## config.mk

```make
export PLATFORM = sky130hd
export DESIGN_NAME = spi_pulse_encoder
export DESIGN_NICKNAME = d
export VERILOG_FILES = /design/src/rtl/spe_pkg.sv /design/src/rtl/spe_edge_detect.sv /design/src/rtl/spe_event_fifo.sv /design/src/rtl/spe_pulse_shaper.sv /design/src/rtl/spi_pulse_encoder.sv
export SDC_FILE = /design/constraint.sdc
export NUM_CORES = 1
export LEC_CHECK = 0
export ABC_AREA = 1
export BUFFER_PORTS_ARGS = -buffer_cell sky130_fd_sc_hd__buf_2
export CORE_MARGIN = 2
export CORE_UTILIZATION = 55
export DETAILED_ROUTE_END_ITERATION = 10
export PLACE_DENSITY = 0.75
export SLEW_MARGIN = 15
export SYNTH_ARGS = -nofsm -noshare
export SYNTH_HDL_FRONTEND = slang
export SYNTH_HIERARCHICAL = 1
export SYNTH_SLANG_ARGS = --single-unit
```

## constraint.sdc

```tcl
create_clock -name clk -period 4.2 [get_ports clk]
set_clock_uncertainty 0.15 [all_clocks]
set_input_delay 0.63 -clock clk [delete_from_list [all_inputs] [get_ports clk]]
set_output_delay 0.63 -clock clk [all_outputs]
set_load 0.1 [all_outputs]
```

## src/rtl/spe_pkg.sv

```systemverilog
// Shared types for the SPI event to pulse-pair encoder.
// Assumes: one event class flag and one polarity flag describe every pair.
package spe_pkg;

    // One queued line event: half-width class and polarity of its first half.
    typedef struct packed {
        logic long_w;   // 1: chip-select edge (long halves), 0: data bit (short halves)
        logic plus;     // 1: +1 pair (positive first), 0: -1 pair (negative first)
    } spe_evt_t;

    // Pulse shaper phase.
    typedef enum logic [1:0] {
        SH_IDLE   = 2'd0,
        SH_FIRST  = 2'd1,
        SH_SECOND = 2'd2
    } spe_phase_t;

endpackage

```

## src/rtl/spe_edge_detect.sv

```systemverilog
// Synchronizes the asynchronous SPI lines and turns their edges into events.
// Assumes: the SPI lines are stable for at least two block clock cycles
// between changes, and SDI is settled at least one cycle before the SCK rise.
// At most one event is produced per cycle.
module spe_edge_detect
    import spe_pkg::*;
(
    input  logic     clk,
    input  logic     rst_n,
    input  logic     cs_n,
    input  logic     sck,
    input  logic     sdi,
    output logic     evt_valid,
    output spe_evt_t evt
);

    logic cs_m, cs_s, cs_q;
    logic sck_m, sck_s, sck_q;
    logic sdi_m, sdi_s;
    logic cs_fall, cs_rise, sck_rise;

    // Two-flop synchronizers plus one history stage for edge detection.
    always_ff @(posedge clk) begin
        if (!rst_n) begin
            cs_m  <= 1'b1;
            cs_s  <= 1'b1;
            cs_q  <= 1'b1;
            sck_m <= 1'b0;
            sck_s <= 1'b0;
            sck_q <= 1'b0;
            sdi_m <= 1'b0;
            sdi_s <= 1'b0;
        end else begin
            cs_m  <= cs_n;
            cs_s  <= cs_m;
            cs_q  <= cs_s;
            sck_m <= sck;
            sck_s <= sck_m;
            sck_q <= sck_s;
            sdi_m <= sdi;
            sdi_s <= sdi_m;
        end
    end

    // Event classification; a clock edge counts only inside a settled frame.
    always_comb begin
        cs_fall   = cs_q & ~cs_s;
        cs_rise   = ~cs_q & cs_s;
        sck_rise  = ~sck_q & sck_s & ~cs_s & ~cs_q;
        evt_valid = cs_fall | cs_rise | sck_rise;
        evt.long_w = cs_fall | cs_rise;
        evt.plus   = (cs_fall | cs_rise) ? cs_rise : sdi_s;
    end

endmodule

```

## src/rtl/spe_event_fifo.sv

```systemverilog
// Small FIFO holding line events in arrival order.
// Assumes: DEPTH is a power of two; a push while full is dropped, and
// the sender is expected never to do that.
module spe_event_fifo
    import spe_pkg::*;
#(
    parameter int DEPTH = 4
) (
    input  logic     clk,
    input  logic     rst_n,
    input  logic     push,
    input  spe_evt_t wr_data,
    input  logic     pop,
    output spe_evt_t rd_data,
    output logic     empty
);

    localparam int AW = (DEPTH > 1) ? $clog2(DEPTH) : 1;

    spe_evt_t       mem [DEPTH];
    logic [AW:0]    wr_ptr, rd_ptr;
    logic           full;

    // Status from pointer comparison with a wrap bit.
    always_comb begin
        empty   = (wr_ptr == rd_ptr);
        full    = (wr_ptr[AW] != rd_ptr[AW]) && (wr_ptr[AW-1:0] == rd_ptr[AW-1:0]);
        rd_data = mem[rd_ptr[AW-1:0]];
    end

    // Storage write, no reset needed on data.
    always_ff @(posedge clk) begin
        if (push && !full) mem[wr_ptr[AW-1:0]] <= wr_data;
    end

    // Pointer update.
    always_ff @(posedge clk) begin
        if (!rst_n) begin
            wr_ptr <= '0;
            rd_ptr <= '0;
        end else begin
            if (push && !full) wr_ptr <= wr_ptr + 1'b1;
            if (pop && !empty) rd_ptr <= rd_ptr + 1'b1;
        end
    end

    AST_NO_OVERFLOW: assert property (@(posedge clk) disable iff (!rst_n)
        push |-> !full);

endmodule

```

## src/rtl/spe_pulse_shaper.sv

```systemverilog
// Times the two halves of each pair and drives the switch enables.
// Assumes: HALF_LONG and HALF_SHORT are at least 1. Each pair occupies
// 2*half cycles, followed by at least one idle cycle spent loading the next event.
module spe_pulse_shaper
    import spe_pkg::*;
#(
    parameter int HALF_LONG  = 40,
    parameter int HALF_SHORT = 25
) (
    input  logic     clk,
    input  logic     rst_n,
    input  logic     evt_avail,
    input  spe_evt_t evt_in,
    output logic     pop,
    output logic     drv_pos,
    output logic     drv_neg,
    output logic     active
);

    localparam int MAXH = (HALF_LONG > HALF_SHORT) ? HALF_LONG : HALF_SHORT;
    localparam int CW   = $clog2(MAXH + 1);
    localparam logic [CW-1:0] LOAD_L = CW'(HALF_LONG - 1);
    localparam logic [CW-1:0] LOAD_S = CW'(HALF_SHORT - 1);

    spe_phase_t    phase;
    spe_evt_t      cur;
    logic [CW-1:0] cnt;

    // Fetch only from idle, which guarantees an idle cycle between pairs.
    always_comb begin
        pop     = (phase == SH_IDLE) && evt_avail;
        active  = (phase != SH_IDLE);
        drv_pos = ((phase == SH_FIRST) && cur.plus) || ((phase == SH_SECOND) && !cur.plus);
        drv_neg = ((phase == SH_FIRST) && !cur.plus) || ((phase == SH_SECOND) && cur.plus);
    end

    // Phase sequencer and half-width down-counter.
    always_ff @(posedge clk) begin
        if (!rst_n) begin
            phase <= SH_IDLE;
            cur   <= '0;
            cnt   <= '0;
        end else begin
            case (phase)
                SH_IDLE: begin
                    if (evt_avail) begin
                        cur   <= evt_in;
                        cnt   <= evt_in.long_w ? LOAD_L : LOAD_S;
                        phase <= SH_FIRST;
                    end
                end
                SH_FIRST: begin
                    if (cnt == '0) begin
                        cnt   <= cur.long_w ? LOAD_L : LOAD_S;
                        phase <= SH_SECOND;
                    end else begin
                        cnt <= cnt - 1'b1;
                    end
                end
                SH_SECOND: begin
                    if (cnt == '0) phase <= SH_IDLE;
                    else           cnt   <= cnt - 1'b1;
                end
                default: phase <= SH_IDLE;
            endcase
        end
    end

    AST_ONE_SIDE: assert property (@(posedge clk) disable iff (!rst_n)
        !(drv_pos && drv_neg));

    AST_IDLE_GAP: assert property (@(posedge clk) disable iff (!rst_n)
        (phase == SH_SECOND && cnt == '0) |=> (!drv_pos && !drv_neg));

endmodule

```

## src/rtl/spi_pulse_encoder.sv

```systemverilog
// Top: SPI events in, DC-free tri-level pulse pairs out on two switch enables.
// Assumes: SPI traffic is slow enough that no more than DEPTH events wait
// at once (one SPI bit takes far longer than one short pair at nominal rates).
module spi_pulse_encoder
    import spe_pkg::*;
#(
    parameter int HALF_LONG  = 40,
    parameter int HALF_SHORT = 25,
    parameter int DEPTH      = 4
) (
    input  logic clk,
    input  logic rst_n,
    input  logic cs_n,
    input  logic sck,
    input  logic sdi,
    output logic drv_pos,
    output logic drv_neg,
    output logic busy
);

    logic     evt_valid, pop, empty, active;
    spe_evt_t evt, head;

    spe_edge_detect u_edge (
        .clk(clk), .rst_n(rst_n), .cs_n(cs_n), .sck(sck), .sdi(sdi),
        .evt_valid(evt_valid), .evt(evt)
    );

    spe_event_fifo #(.DEPTH(DEPTH)) u_fifo (
        .clk(clk), .rst_n(rst_n), .push(evt_valid), .wr_data(evt),
        .pop(pop), .rd_data(head), .empty(empty)
    );

    spe_pulse_shaper #(.HALF_LONG(HALF_LONG), .HALF_SHORT(HALF_SHORT)) u_shape (
        .clk(clk), .rst_n(rst_n), .evt_avail(!empty), .evt_in(head),
        .pop(pop), .drv_pos(drv_pos), .drv_neg(drv_neg), .active(active)
    );

    // Pending traffic: line active or events waiting.
    always_comb busy = active || !empty;

    AST_QUIET_WHEN_FREE: assert property (@(posedge clk) disable iff (!rst_n)
        !busy |-> (!drv_pos && !drv_neg));

endmodule

```

== Word level (Yosys, flattened, before mapping) ==
Memories as Yosys holds them, arrays and structs flattened. A register that Yosys moved wholly into a read port is not among the register bits.
Cells that the tools add are included.
Widths: inputs -> output; s select.
Word-level totals
  memories kept: 1
  flip-flop bits (word level): 24
  output and inout bits: 3
  word-level logic and storage cells: 74
  RAM bits: 8
Cells by class
  bitwise logic cells: 11
  add/subtract/negate cells: 3
  reduce and logical (&&, ||, !) cells: 21
  muxes and demuxes: 15
  equality and inequality tests: 9
Memories
  u_fifo.mem: words 4, width 2, read ports 1, clocked after Yosys merged registers in 1, write ports 1, line spe_event_fifo.sv:20  | spe_evt_t mem [DEPTH];
Operators with widths (count)
  $mux 6: 5
  $pmux 6 s3: 1
  $mux 2: 5
  $logic_and 1x1->1: 8
  $ne 2x2->1 const B: 4
  $add 3x1->3 const B: 2
  $logic_not 6->1: 1
  $pmux 2 s3: 1
  $reduce_and 3->1: 2
  $sub 6x1->6 const B: 1
  $and 1x1->1: 5
  $not 1->1: 4
  $eq 3x3->1: 1
  $logic_not 1->1: 3
  $logic_or 1x1->1: 3
  $mux 1: 3
  $reduce_bool 3->1: 1
  $eq 2x1->1 const B: 1
  $eq 2x2->1: 1
  $eq 2x2->1 const B: 1
  $logic_not 2->1: 1
  $or 1x1->1: 2
  $reduce_and 2->1: 1
  $reduce_bool 2->1: 1
  $ne 1x1->1: 1

== Logic depth before layout (Yosys ltp) ==
  depth after elaboration: 8
  gate-level depth with buffers: 13
  depth with buffers taken out: 13

== Cells and area by module ==
The synthesis kept the hierarchy.
Modules (own cells, without submodules)
  spe_event_fifo: seq. area each 400.4 um^2, area an instance 779.5 um^2, times used 1, cells each 92
  spe_pulse_shaper: seq. area each 200.2 um^2, area an instance 713.2 um^2, times used 1, cells each 109
  spe_edge_detect: seq. area each 160.2 um^2, area an instance 275.3 um^2, times used 1, cells each 36
  spi_pulse_encoder: seq. area each 0.0 um^2, area an instance 11.3 um^2, times used 1, cells each 3

== Worst setup path before layout ==
OpenSTA, ideal clock, no wires.
  kind: register to output
  start point: register u_shape.phase[1]
  end point: output drv_neg
  path buffers: 0
  stages on the path, launching flop included: 5
  data required time: 3.420 ns
  arrival: 2.820 ns
  slack: 0.600 ns
  cell sequence: dfxtp_1 > inv_1 > ha_1 > inv_1 > o21ai_0
Between the ends
  longest elaborated chain between the ends: 3
  elaborated cells on any way between the ends: 5
  classes of those cells: 2 x eq/ne; 3 x reduce/logical
Ends and longest elaborated chain
  start, declared: line spe_pulse_shaper.sv:25  | spe_phase_t phase;
  start signal, assigned: line spe_pulse_shaper.sv:40  | phase <= SH_IDLE;
  start signal, assigned: line spe_pulse_shaper.sv:49  | phase <= SH_FIRST;
  start signal, assigned: line spe_pulse_shaper.sv:55  | phase <= SH_SECOND;
  $eq 2x1->1 or $eq 2x2->1 (tied branches): line spe_pulse_shaper.sv:34  | drv_neg = ((phase == SH_FIRST) && !cur.plus) || ((phase == SH_SECOND) && cur.plus);
  $logic_and 1x1->1: line spe_pulse_shaper.sv:34
  $logic_or 1x1->1 *: line spe_pulse_shaper.sv:34
  end, declared: line spi_pulse_encoder.sv:17  | output logic drv_neg,
Every way passes the cells marked *; elsewhere a longest branch is shown, timed or not.

== Final worst setup path ==
  start point: register u_shape.phase[0]
  end point: output drv_pos
Between the ends
  longest elaborated chain between the ends: 3
  elaborated cells on any way between the ends: 5
  classes of those cells: 2 x eq/ne; 3 x reduce/logical
Ends and longest elaborated chain
  $eq 2x1->1 or $eq 2x2->1 (tied branches): line spe_pulse_shaper.sv:33  | drv_pos = ((phase == SH_FIRST) && cur.plus) || ((phase == SH_SECOND) && !cur.plus);
  $logic_and 1x1->1: line spe_pulse_shaper.sv:33
  $logic_or 1x1->1 *: line spe_pulse_shaper.sv:33
  end, declared: line spi_pulse_encoder.sv:16  | output logic drv_pos,
Marks and branches as above.

==> results.toml <==
[sta]
drv_slew = 0
finalHoldViolCount = 0
max_clock_freq_ghz = 0.396
setup_viol = 0
tightest_slew_ns = 0.484
rsz0062_at_grt = "false"
slew_headroom = 0.679
tns_ns = 0
fin_crit_ns = 2.53
timing.final.ws_setup_ns = 1.67
min_period_over_period = 0.602

[routing]
routed_via_density = 4.65
ant_nets = 0
dr.pass1.iters = 4
drc = 0
drt-initial-drc-count = 56
routedWlPerCell_microns = 9.30
wirelength_microns = 2760
vias = 1381

[finish]
drive_gt1_frac = 0.138
nets = 269
post-route-util = 0.636
finalNonFillerCells = 297
stdcell_area_sq_um = 1940
flow.area_growth_from_synthesis_pct = 9.21
diodes = 0

[synth]
synth_fp_nets = 257
synth_top_area_cell = "dfxtp_1"
synth_cell_type_count = 22
synth.ff_latch_count = 34
syn-cell-area_sq_um = 1780
synth_top_cell_area_share = 0.293
ys_seq_area_frac = 0.428
postSynthCellCount = 240
synth_area_per_cell_sq_um = 7.41
synth.top_cells.by_area = "dfxtp_1 (29%), nand2_1 (14%), edfxtp_1 (14%)"
yosys_warnings = 6

[floorplan]
row_count = 20
core_sq_um = 3050
die_area_sq_um = 3710
initial_utilization = 0.583
fp.dieW_microns = 60.9
ios = 8
die_h_microns = 60.9

[critical_path]
r2r_start = "u_fifo/wr_ptr[0]$_SDFFE_PN0P_"
arrival_ns = 1.75
worstSetupPathType = "reg -> out"
r2r-end = "u_shape/cnt[0]$_SDFFE_PN0P_"
reg2regPathDepth = 11
start_kind = "flop"
r2r_slack_ns = 2.28
path_max_fanout = 7
endpoint_kind = "output port"
worstPathRequired_ns = 3.42

[job]
cap_violations = 0

[status]
status = "finished clean"

[placed_design]
place_area_sq_um = 1860
post-dp-hpwl_microns = 2100
dp_cells = 289
gp_congestion = 0.801
portBuffers = 7
place_ws_ns = 2.01

[hold_path]
hold_depth = 2
hold_path_end = "u_edge/cs_s$_SDFF_PN1_"
hp-class = "reg -> reg"
holdCritStartpoint = "u_edge/cs_m$_SDFF_PN1_"

[power_and_ir_drop]
power.leakage_nw = 0.989
ir_drop_mv = 0.268
powerDensity_nw_per_um2 = 727

[clock_network]
cts-resized-gates = 0
numCtsBuffers = 5
cts_sinks = 34
clk_pin_slew_worst_paths_ns = 0.11
cts_root_buffer = "clkbuf_4"
clk_latency_ns = 0.34
cts.path.max_buffers = 2
holdBufCountCts = 0
cts_tree = "yes"
post_cts_buffers = 0
htree_levels = 2

[global_routing]
overflow = 0
grt_max_degree = 24
grt_pass1_wl_microns = 4840
gr-usage-all-layers = 0.178
antenna_found_initial = 0
grt_pass1_vias = 1235
==> flip-flops by register name, indices dropped and copies added (netlist names), named ones only <==
register       cells
u_shape/cur        2
u_edge/sdi_s       1
u_edge/cs_s        1
u_shape/cnt        6
u_edge/cs_m        1
u_edge/sck_m       1
u_edge/sdi_m       1
u_edge/sck_s       1
u_fifo/rd_ptr      3
u_fifo/wr_ptr      3
u_edge/cs_q        1
u_fifo/mem         8
u_shape/phase      2
u_edge/sck_q       1
==> per-stage QoR <==
stage / total power (W) / hold WS (ns)
after floorplan: 0.00106 / 0.230
after global placement: 0.00117 / 0.240
after detailed placement: 0.00119 / 0.249
after CTS: 0.00143 / 0.277
after global routing: 0.00154 / 0.295
final: 0.00141 / 0.272
==> synth_stat cells (all sizes together) <==
cell and count:
nand3 7, nand2 74, nand4 5, buf 1
nor2 36, ha 12, dfxtp 26, a21oi 13
o21ai 9, inv 42, o22ai 2, xor2 4
clkbuf 1, edfxtp 8
==> area by class of cell <==
type | count | area, sq um
multi-input combinational | 162 | 852
timing repair buffer | 7 | 35.0
inverter | 42 | 158
clock buffer | 5 | 37.5
fill | 289 | 1110
sequential | 34 | 761
tap | 44 | 55.1
clock inverter | 3 | 45.0
==> worst max-delay path, cell delays in order (launching register included) <==
cell,delay [ns]
dfxtp_1,0.36
inv_1,0.11
ha_1,0.31
nor2_1,0.08
a21oi_1,0.13
buf_2,0.44
==> cells in the final DEF, fill, tap and decap left out <==
cell,synthesis,final
a21oi_1,12,12
a21oi_2,1,1
buf_2,1,7
bufinv_16,0,1
clkbuf_4,0,5
clkinvlp_4,0,2
dfxtp_1,26,26
edfxtp_1,8,8
ha_1,12,12
inv_1,36,36
inv_2,6,6
nand2_1,68,68
nand2_2,3,3
nand2_4,3,3
nand3_1,4,4
nand3_2,3,3
nand4_1,5,5
nor2_1,33,33
nor2_2,2,2
nor2_4,1,1
o21ai_0,8,8
o21ai_2,1,1
o22ai_1,2,2
xor2_1,4,4
==> cells by family (layout without fill, tap and decap cells) <==
kind of cell | count (synthesis) | in the layout | synth area share
AND/OR/NAND/NOR | 122 | 122 | 0.302
buffers and inverters | 44 | 57 | 0.0935
XOR/XNOR | 4 | 4 | 0.0197
AO/OA/AOI/OAI | 24 | 24 | 0.0731
adder cells (fa/ha/maj) | 12 | 12 | 0.0844
flip-flops | 34 | 34 | 0.428
==> metal layers <==
layer,vias to the layer above,GRT usage,wire length [microns]
li1,763,-,-
met1,603,0.199,1300
met2,13,0.320,1350
met3,2,0.0448,75
met4,0,0.0745,35
met5,-,0,0
==> worst max-delay path by stage <==
stage | end | startpoint | slack, ns
after global placement | drv_pos | u_shape/phase[0]$_SDFFE_PN0P_ | 2.11
after CTS | drv_pos | u_shape/phase[0]$_SDFFE_PN0P_ | 1.63
after floorplan | drv_neg | u_shape/phase[1]$_SDFFE_PN0P_ | 0.60
after detailed placement | drv_pos | u_shape/phase[0]$_SDFFE_PN0P_ | 2.01
after global routing | drv_pos | u_shape/phase[0]$_SDFFE_PN0P_ | 1.53
final | drv_pos | u_shape/phase[0]$_SDFFE_PN0P_ | 1.67
==> power breakdown <==
part	switching, W	total (W)	internal, W
logic	0.000504	0.000718	0.000213
registers	0.0000579	0.000458	0.000400
clock network	0.000113	0.000238	0.000125
total	0.000675	0.00141	0.000738
Power figures use the tool's default switching activity.
